<file path="config.mk">
export PLATFORM = sky130hd
export DESIGN_NAME = eeprom_prog_ctrl
export DESIGN_NICKNAME = d
export VERILOG_FILES = /design/src/rtl/eeprog_pkg.sv /design/src/rtl/eeprog_addr_shifter.sv /design/src/rtl/eeprog_phase_timer.sv /design/src/rtl/eeprog_poll_counter.sv /design/src/rtl/eeprom_prog_ctrl.sv
export SDC_FILE = /design/constraint.sdc
export NUM_CORES = 1
export LEC_CHECK = 0
export BUFFER_PORTS_ARGS = -buffer_cell sky130_fd_sc_hd__buf_2
export CAP_MARGIN = 20
export CORE_ASPECT_RATIO = 1.1
export CORE_MARGIN = 2
export CORE_UTILIZATION = 25
export DETAILED_ROUTE_END_ITERATION = 8
export GPL_TIMING_DRIVEN = 1
export PLACE_DENSITY = 0.4
export REMOVE_ABC_BUFFERS = 1
export SYNTH_ARGS = -nofsm -noshare
export SYNTH_HDL_FRONTEND = slang
export SYNTH_HIERARCHICAL = 1
export SYNTH_SLANG_ARGS = --single-unit
</file>
<file path="constraint.sdc">
create_clock -name clk -period 4.5 [get_ports clk]
set_input_delay 0.225 -clock clk [delete_from_list [all_inputs] [get_ports clk]]
set_output_delay 0.225 -clock clk [all_outputs]
set_load 0.005 [all_outputs]
</file>
<file path="src/rtl/eeprog_pkg.sv">
// Shared types for the EEPROM programming sequencer.
// Assumes: nothing beyond IEEE 1800-2017.
package eeprog_pkg;

    typedef enum logic [2:0] {
        ST_IDLE,
        ST_SHIFT,
        ST_WRITE,
        ST_GAP,
        ST_READ,
        ST_CHECK
    } ctl_state_e;

    function automatic int unsigned max3(input int unsigned a, input int unsigned b,
                                         input int unsigned c);
        int unsigned m;
        m = (a > b) ? a : b;
        return (m > c) ? m : c;
    endfunction

endpackage

</file>
<file path="src/rtl/eeprog_addr_shifter.sv">
// Serialises an address MSB first onto a data/clock pair, then strobes a latch.
// Assumes: start is a one-cycle pulse given only while idle; addr is valid
// in the start cycle. Each clock half and the latch last HALF_CYC cycles.
module eeprog_addr_shifter #(
    parameter int ADDR_W   = 12,
    parameter int HALF_CYC = 2
) (
    input  logic              clk,
    input  logic              rst_n,
    input  logic              start,
    input  logic [ADDR_W-1:0] addr,
    output logic              sr_data,
    output logic              sr_clk,
    output logic              sr_latch,
    output logic              fin
);
    localparam int IDX_W = $clog2(ADDR_W);
    localparam int HC_W  = $clog2(HALF_CYC + 1);

    logic [ADDR_W-1:0] sreg;
    logic [IDX_W-1:0]  idx;
    logic [HC_W-1:0]   hcnt;
    logic              shifting, clk_hi, latching, fin_q;

    // Walk bits with clock halves, then hold the latch strobe.
    always_ff @(posedge clk) begin
        if (!rst_n) begin
            sreg     <= '0;
            idx      <= '0;
            hcnt     <= '0;
            shifting <= 1'b0;
            clk_hi   <= 1'b0;
            latching <= 1'b0;
            fin_q    <= 1'b0;
        end else begin
            fin_q <= 1'b0;
            if (start) begin
                sreg     <= addr;
                idx      <= IDX_W'(ADDR_W - 1);
                hcnt     <= HC_W'(HALF_CYC - 1);
                shifting <= 1'b1;
                clk_hi   <= 1'b0;
                latching <= 1'b0;
            end else if (shifting) begin
                if (hcnt != '0) begin
                    hcnt <= hcnt - HC_W'(1);
                end else begin
                    hcnt <= HC_W'(HALF_CYC - 1);
                    if (!clk_hi) begin
                        clk_hi <= 1'b1;
                    end else begin
                        clk_hi <= 1'b0;
                        if (idx == '0) begin
                            shifting <= 1'b0;
                            latching <= 1'b1;
                        end else begin
                            idx  <= idx - IDX_W'(1);
                            sreg <= sreg << 1;
                        end
                    end
                end
            end else if (latching) begin
                if (hcnt != '0) begin
                    hcnt <= hcnt - HC_W'(1);
                end else begin
                    latching <= 1'b0;
                    fin_q    <= 1'b1;
                end
            end
        end
    end

    assign sr_data  = sreg[ADDR_W-1];
    assign sr_clk   = clk_hi;
    assign sr_latch = latching;
    assign fin      = fin_q;

endmodule

</file>
<file path="src/rtl/eeprog_phase_timer.sv">
// Down counter that times a bus phase: after load with len, expired rises len cycles later.
// Assumes: len >= 1.
module eeprog_phase_timer #(
    parameter int CNT_W = 4
) (
    input  logic             clk,
    input  logic             rst_n,
    input  logic             load,
    input  logic [CNT_W-1:0] len,
    output logic             expired
);
    logic [CNT_W-1:0] cnt;

    // Load or count down toward zero.
    always_ff @(posedge clk) begin
        if (!rst_n)            cnt <= '0;
        else if (load)         cnt <= len - CNT_W'(1);
        else if (cnt != '0)    cnt <= cnt - CNT_W'(1);
    end

    assign expired = (cnt == '0);

endmodule

</file>
<file path="src/rtl/eeprog_poll_counter.sv">
// Counts status reads for one byte and flags when the limit is reached.
// Assumes: clr and inc never coincide; MAX_POLLS >= 1.
module eeprog_poll_counter #(
    parameter int MAX_POLLS = 1000
) (
    input  logic clk,
    input  logic rst_n,
    input  logic clr,
    input  logic inc,
    output logic at_limit
);
    localparam int PW = $clog2(MAX_POLLS + 1);

    logic [PW-1:0] cnt;

    // Saturating read counter.
    always_ff @(posedge clk) begin
        if (!rst_n)                                 cnt <= '0;
        else if (clr)                               cnt <= '0;
        else if (inc && cnt != PW'(MAX_POLLS))      cnt <= cnt + PW'(1);
    end

    assign at_limit = (cnt == PW'(MAX_POLLS));

endmodule

</file>
<file path="src/rtl/eeprom_prog_ctrl.sv">
// EEPROM programming sequencer: shift address, pulse write, poll bit 7 until
// the device reports completion, with timeout and an optional clear pass.
// Assumes: the device complements written bit 7 while busy; the external
// shift chain samples sr_data on sr_clk rising and updates on sr_latch rising.
module eeprom_prog_ctrl #(
    parameter int         ADDR_W    = 12,
    parameter int         HALF_CYC  = 2,
    parameter int         WE_CYC    = 4,
    parameter int         GAP_CYC   = 3,
    parameter int         RD_CYC    = 2,
    parameter int         MAX_POLLS = 1000,
    parameter logic [7:0] CLEAR_VAL = 8'h80
) (
    input  logic              clk,
    input  logic              rst_n,
    input  logic              cmd_valid,
    input  logic              cmd_erase,
    input  logic [ADDR_W-1:0] cmd_addr,
    input  logic [7:0]        cmd_data,
    output logic              busy,
    output logic              done,
    output logic              err,
    output logic              sr_data,
    output logic              sr_clk,
    output logic              sr_latch,
    output logic              ee_we_n,
    output logic              ee_oe_n,
    output logic              ee_dq_oe,
    output logic [7:0]        ee_dq_out,
    input  logic [7:0]        ee_dq_in
);
    import eeprog_pkg::*;

    localparam int PH_MAX = max3(WE_CYC, GAP_CYC, RD_CYC);
    localparam int PH_W   = $clog2(PH_MAX + 1);

    ctl_state_e        state, state_n;
    logic [ADDR_W-1:0] addr_q;
    logic [7:0]        data_q;
    logic              erase_q, rd_b7, shift_go, busy_q, done_q, err_q;
    logic              sh_fin, tmr_load, tmr_exp, poll_clr, poll_inc, poll_lim;
    logic [PH_W-1:0]   tmr_len;
    logic              accept, step_next, finish, timeout;

    eeprog_addr_shifter #(.ADDR_W(ADDR_W), .HALF_CYC(HALF_CYC)) u_shift (
        .clk(clk), .rst_n(rst_n), .start(shift_go), .addr(addr_q),
        .sr_data(sr_data), .sr_clk(sr_clk), .sr_latch(sr_latch), .fin(sh_fin)
    );

    eeprog_phase_timer #(.CNT_W(PH_W)) u_timer (
        .clk(clk), .rst_n(rst_n), .load(tmr_load), .len(tmr_len), .expired(tmr_exp)
    );

    eeprog_poll_counter #(.MAX_POLLS(MAX_POLLS)) u_polls (
        .clk(clk), .rst_n(rst_n), .clr(poll_clr), .inc(poll_inc), .at_limit(poll_lim)
    );

    // Next-state and phase control decisions.
    always_comb begin
        state_n   = state;
        tmr_load  = 1'b0;
        tmr_len   = PH_W'(WE_CYC);
        poll_clr  = 1'b0;
        poll_inc  = 1'b0;
        accept    = 1'b0;
        step_next = 1'b0;
        finish    = 1'b0;
        timeout   = 1'b0;
        unique case (state)
            ST_IDLE: if (cmd_valid) begin
                accept  = 1'b1;
                state_n = ST_SHIFT;
            end
            ST_SHIFT: if (sh_fin) begin
                tmr_load = 1'b1;
                tmr_len  = PH_W'(WE_CYC);
                poll_clr = 1'b1;
                state_n  = ST_WRITE;
            end
            ST_WRITE: if (tmr_exp) begin
                tmr_load = 1'b1;
                tmr_len  = PH_W'(GAP_CYC);
                state_n  = ST_GAP;
            end
            ST_GAP: if (tmr_exp) begin
                tmr_load = 1'b1;
                tmr_len  = PH_W'(RD_CYC);
                state_n  = ST_READ;
            end
            ST_READ: if (tmr_exp) begin
                poll_inc = 1'b1;
                state_n  = ST_CHECK;
            end
            ST_CHECK: begin
                if (rd_b7 == data_q[7]) begin
                    if (erase_q && addr_q != '1) begin
                        step_next = 1'b1;
                        state_n   = ST_SHIFT;
                    end else begin
                        finish  = 1'b1;
                        state_n = ST_IDLE;
                    end
                end else if (poll_lim) begin
                    timeout = 1'b1;
                    finish  = 1'b1;
                    state_n = ST_IDLE;
                end else begin
                    tmr_load = 1'b1;
                    tmr_len  = PH_W'(RD_CYC);
                    state_n  = ST_READ;
                end
            end
            default: state_n = ST_IDLE;
        endcase
    end

    // Command capture, address stepping, status and read sampling.
    always_ff @(posedge clk) begin
        if (!rst_n) begin
            state    <= ST_IDLE;
            addr_q   <= '0;
            data_q   <= '0;
            erase_q  <= 1'b0;
            rd_b7    <= 1'b0;
            shift_go <= 1'b0;
            busy_q   <= 1'b0;
            done_q   <= 1'b0;
            err_q    <= 1'b0;
        end else begin
            state    <= state_n;
            shift_go <= accept | step_next;
            done_q   <= finish;
            if (accept) begin
                busy_q  <= 1'b1;
                err_q   <= 1'b0;
                erase_q <= cmd_erase;
                addr_q  <= cmd_erase ? '0 : cmd_addr;
                data_q  <= cmd_erase ? CLEAR_VAL : cmd_data;
            end
            if (step_next) addr_q <= addr_q + ADDR_W'(1);
            if (finish)    busy_q <= 1'b0;
            if (timeout)   err_q  <= 1'b1;
            if (state == ST_READ && tmr_exp) rd_b7 <= ee_dq_in[7];
        end
    end

    assign busy      = busy_q;
    assign done      = done_q;
    assign err       = err_q;
    assign ee_we_n   = (state != ST_WRITE);
    assign ee_oe_n   = (state != ST_READ);
    assign ee_dq_oe  = (state == ST_WRITE) || (state == ST_GAP);
    assign ee_dq_out = data_q;

endmodule

</file>
Word level (Yosys, flattened, before mapping)
Cells that the tools add are included.
Storage, ports and cells
  word-level logic and storage cells: 150
  bits of input ports: 32
  bits in registers: 64
  output and inout port bits: 17
Operators by class
  muxes and demuxes: 68
  reduce and logical (&&, ||, !) cells: 30
  bitwise logic cells: 5
  eq/ne operators: 21
  add/subtract/negate cells: 6
Operators by type and width (number)
  $mux W12: 8
  $mux W3: 13
  $mux W1: 34
  $mux W4: 5
  $ne A2 B2 Y1 const B: 9
  $pmux W3 S6: 1
  $reduce_bool A2 Y1: 8
  $add A12 B1 Y12 const B: 1
  $ne A12 B12 Y1 const B: 1
  $add A10 B1 Y10 const B: 1
  $eq A10 B10 Y1 const B: 1
  $ne A10 B10 Y1 const B: 1
  $pmux W3 S3: 1
  $reduce_bool A3 Y1: 3
  $mux W2: 4
  $mux W8: 1
  $reduce_and A4 Y1: 2
  $reduce_or A2 Y1: 4
  $eq A3 B2 Y1 const B: 2
  $eq A3 B3 Y1 const B: 2
  $logic_not A3 Y1: 2
  $reduce_and A2 Y1: 3
  $sub A3 B1 Y3 const B: 2
  $reduce_and A5 Y1: 1
  15 further kinds: 20

Longest topological paths before layout
  depth after elaboration: 6
  gate-level depth with buffers: 12
  depth with buffers taken out: 12

By module
The synthesis kept the hierarchy.
By module, submodules not included
  eeprom_prog_ctrl: sequential area each 580.6 um^2, instances 1, area an instance 1547.7 um^2, cells an instance 196
  eeprog_addr_shifter: sequential area each 440.4 um^2, instances 1, area an instance 1054.8 um^2, cells an instance 121
  eeprog_poll_counter: sequential area each 200.2 um^2, instances 1, area an instance 515.5 um^2, cells an instance 58
  eeprog_phase_timer: sequential area each 60.1 um^2, instances 1, area an instance 167.7 um^2, cells an instance 15

Worst setup path before layout
Ideal clock, no wire load.
  kind: register to register
  from: register u_polls.cnt[0]
  to: register u_timer.cnt[2]
  setup time: 0.116 ns
  path slack: 2.179 ns
  period minus slack after synthesis: 2.321 ns
  path buffers: 0
  required time: 4.384 ns
  stages on the path, launching flop included: 13
  arrival: 2.204 ns
  cells stage by stage: dfxtp_1 inv_1 ha_1 nand4b_1 nor3_1 nor2_1 a22oi_1 nand2b_1 mux2i_1 ha_1 o21ai_0 mux2i_1 o211a_1
On the way
  cells in the longest elaborated chain, start to end: 6
  elaborated cells between the ends (all ways): 10
  classes of those cells: add/sub: 1; eq/ne: 1; mux: 7; reduce/logical: 1
Ends and longest elaborated chain
  start, declared: line eeprog_poll_counter.sv:14  | logic [PW-1:0] cnt;
  start signal, assigned: line eeprog_poll_counter.sv:20  | else if (inc && cnt != PW'(MAX_POLLS)) cnt <= cnt + PW'(1);
  $eq A10 B10 Y1: line eeprog_poll_counter.sv:23  | assign at_limit = (cnt == PW'(MAX_POLLS));
  named net poll_lim: line eeprom_prog_ctrl.sv:41  | logic sh_fin, tmr_load, tmr_exp, poll_clr, poll_inc, poll_lim;
  $mux W3: line eeprom_prog_ctrl.sv:103  | end else if (poll_lim) begin
  $mux W3: line eeprom_prog_ctrl.sv:95  | if (rd_b7 == data_q[7]) begin
  $pmux W3 S3: line eeprom_prog_ctrl.sv:69  | unique case (state)
  named net tmr_len[2]: line eeprom_prog_ctrl.sv:42  | logic [PH_W-1:0] tmr_len;
  $sub A3 B1 Y3: line eeprog_phase_timer.sv:17  | else if (load) cnt <= len - CNT_W'(1);
  $mux W3: line eeprog_phase_timer.sv:17
  end signal, assigned: line eeprog_phase_timer.sv:17
  end signal, assigned: line eeprog_phase_timer.sv:18  | else if (cnt != '0) cnt <= cnt - CNT_W'(1);
  end, declared: line eeprog_phase_timer.sv:12  | logic [CNT_W-1:0] cnt;
The timed path passes the listed nets, and every way through them passes these cells.
A chain may end at the register's enable or synchronous reset.

Final worst setup path
Same ends and word-level chain as after synthesis.

==> run_results.csv <==
group,metric,value,unit
route,met3_length,328,um
clocking,cts_hold_buf,0,
clocking,cts_tree,"built",
floorplan,die-area,0.01408,mm2
grt,grt.total_usage,12.81,%
critical_path,critical_path_class,"reg -> reg",
power,finalPower,0.001610,W
finish,fillers,1366,
clocking,cts-resized-gates,0,
route,wl_met2,3931,um
clocking,clock-root-buffer,"clkbuf_16",
clocking,cts_max_level,3,
floorplan,core,0.01270,mm2
route,wl,8566,um
power,switchingPower,0.0004756,W
clocking,postCtsSetupBuffers,0,
route,dr_total_vias,2921,
power,seqPwrFrac,42.2,%
yosys,syn_area,0.003286,mm2
grt,grt_max_degree,29,
critical_path,startpoint_type,"flip-flop",
grt,antenna_found_initial,0,
critical_path,critPathBufInv,1,
power,vdd_ir_drop_max,0.1539,mV
worst_hold_path,min_to,"rd_b7",
route,top_layer_used,"met4",
timing,fin_crit,2.752,ns
critical_path,cp-end-kind,"flip-flop",
yosys,synth.distinct_cells,67,
finish,syn2layout_area_growth,17.40,%
run,maxCapViolCount,0,
power,power.internal,0.001134,W
timing,finalHoldViolations,0,
place,dp_hpwl,5823,um
finish,drive_above_1_share,16.67,%
outcome,status,"finished clean",
finish,design_area,0.003857,mm2
route,route.layer.met1.wl,4229,um
timing,finClkSkew,0.006399,ns
timing,drv_slew,0,
worst_hold_path,min_path_type,"in -> reg",
critical_path,cpMostUsedCell,"ha_1",
timing,fmax,363.4,MHz
yosys,syn_inst,390,
critical_path,critPathTopFamily,"simple AND/OR/NAND/NOR gates",
finish,layout.nets,460,
clocking,clock_latency,0.33,ns
critical_path,cp_slowest_cell,"nor3_1",
clocking,cts_buffers,9,
yosys,synth_warnings,6,
route,vias_per_cell,5.010,
clocking,max-clock-path-buffers,2,
finish,layout_common_cells,"dfxtp_1, buf_2, o21ai_0",
critical_path,cp_cell_sequence,"inv_1 > ha_1 > nand4b_1 > nor3_1 > nor2_1 > a22oi_1 > nand2b_1 > mux2i_1 > ha_1 > xnor2_1 > nand2_1 > o211a_1",
yosys,synth_area_per_cell,8.425,um2
floorplan,ioPinCount,49,
power,cellPowerDensity,417.3,mW/mm2
critical_path,critPathArrivalTime,2.97,ns
floorplan,fp.dieH,124.2,um
critical_path,r2r_start,"u_polls/cnt[0]",
clocking,clock_sinks,64,
place,gp_congestion,0.7317,
grt,grt_pass1_vias,2916,
route,first_iter_violations,158,
worst_hold_path,hold_start,"ee_dq_in[7]",
floorplan,rows,43,
worst_hold_path,whs_path_depth,3,
floorplan,initial_core_util,25.88,%
yosys,ys_ff_latch,64,
grt,overflow,0,
yosys,synth-edff-count,0,
critical_path,ff2ff_setup_slack,1.75,ns
power,combPwrFrac,17.8,%
floorplan,die_w,113.3,um
route,dr.pass1.iters,4,
timing,setup-tns-final,0,ns
critical_path,worstSetupStartpoint,"u_polls/cnt[0]",
timing,fin_hold_ws,0.1492,ns
critical_path,required,4.72,ns
critical_path,cp_max_fo,5,
timing,setup_viol,0,
power,p_leak,1.441,nW
grt,grt_first_pass_wirelength,14620,um
finish,post_layout_nonfiller_instances,583,
route,drc,0,
place,place_inst,568,
critical_path,r2r_cells,12,
finish,n_antenna_cell,0,
yosys,ys.flop_type,"dfxtp_1",
finish,mostFrequentLayoutCell,"dfxtp_1",
power,switching_share,29.54,%
critical_path,r2r_end,"u_timer/cnt[2]",
power,clock_power_share,40.0,%
clocking,clkSlewWorstSetupHoldPaths,0.05,ns
timing,rsz0062_at_grt,"no",
route,ant_nets,0,
timing,worstMarginPinSlew,0.9329,ns
yosys,ys_seq_area_share,38.99,%
place,dpl_cell_area,0.003585,mm2
yosys,synthArstFlopShare,0,%
timing,relSlewSlack,37.77,%
place,portBuffers,41,
route,wl_per_cell,14.69,um
critical_path,cpPeakStageDelay,0.53,ns
timing,min_period_over_period,61.15,%
## how the worst max path moves through the flow
stage / end / slack (ns) / cells after the start
3_3_place_gp: u_timer/cnt[2] / 1.77 / 12
3_5_place_dp: u_timer/cnt[2] / 1.69 / 12
5_1_grt: u_timer/cnt[2] / 1.38 / 12
2_1_floorplan: u_timer/cnt[2] / 2.18 / 12
4_1_cts: u_timer/cnt[2] / 1.67 / 12
6_report: u_timer/cnt[2] / 1.75 / 12
## worst reg2reg max path, delay by kind of cell (launching register included)
family,cells,cell delay [ns]
xor gates and xnor gates,1,0.13
and+or+nand+nor,5,1.06
buffers and inverters,1,0.09
AOI/OAI and AO/OA,2,0.41
DFF,1,0.35
adders and majority gates,2,0.38
muxes,1,0.23
## power groups by stage
stage                     Combinational, W  Clock (W)  Sequential (W)
after detailed placement          0.000288          0        0.000691
final                             0.000286   0.000644        0.000680
after global routing              0.000326   0.000691        0.000688
after CTS                         0.000289   0.000668        0.000680
after floorplan                   0.000204          0        0.000677
after global placement            0.000286          0        0.000691
## cells by family (layout without fill, tap and decap cells)
kind of cell             Yosys count  after routing  share of synthesized area (%)
AND/OR/NAND/NOR                  159            159                          28.60
multiplexers                       7              7                          2.133
XOR/XNOR                           6              6                          1.828
buffers and inverters             35             71                          4.836
adder cells (fa/ha/maj)            6              6                          2.285
flip-flops                        64             64                          38.99
AO/OA/AOI/OAI                    113            113                          21.33
## registers in the layout (all words and copies together), names as in the netlist, 2 cells and up
name and flops:
ee_dq_out 8, u_shift/hcnt 2, state 3, addr_q 12
u_shift/idx 4, u_polls/cnt 10, u_shift/sreg 12, u_timer/cnt 3
## per-stage QoR
stage / util (%) / setup slack [ns]
after floorplan: - / 2.179
after CTS: 30.38 / 1.674
after global routing: 30.38 / 1.383
after global placement: 28.23 / 1.771
after detailed placement: 28.23 / 1.687
final: 30.38 / 1.748
## layer usage
layer  vias up  GRT usage (%)
met2        43          20.18
met1      1386          16.92
met4         0          3.228
met3         5          4.142
li1       1487              -
met5         -              0
## synth_stat cells, types with 3 or more instances
cell      instances  share of area [%]
a211oi_1          5                1.1
a21oi_1          23                3.5
a31oi_1          19                3.6
and2_1            3               0.57
and3_1            6                1.1
and4_1            3               0.80
clkbuf_1         15                1.7
dfxtp_1          64                 39
ha_1              6                2.3
inv_1            14                1.6
mux2i_1           7                2.1
nand2_1          35                4.0
nand2b_1          9                1.7
nand3_1          22                3.4
nand3_2           3               0.91
nand3b_1          9                2.1
nor2_1           24                2.7
nor2b_1           6                1.1
nor3_1           10                1.5
nor3b_1           4               0.91
o21ai_0          36                5.5
o21ai_1           3               0.46
o31ai_1           3               0.69
or3_1             4               0.76
or4_1             3               0.69
xnor2_1           3               0.80
## area by class of cell
| class | instances | area [um2] | share of cell area, % |
|---|---|---|---|
| Clock inverter | 4 | 20.02 | 0.5190 |
| Multi-Input combinational cell | 291 | 1846 | 47.84 |
| Tap cell | 157 | 196.4 | 5.092 |
| Clock buffer | 11 | 252.7 | 6.552 |
| Inverter | 15 | 56.30 | 1.460 |
| Sequential cell | 64 | 1281 | 33.21 |
| Timing Repair Buffer | 41 | 205.2 | 5.319 |
Power figures use the tool's default switching activity.
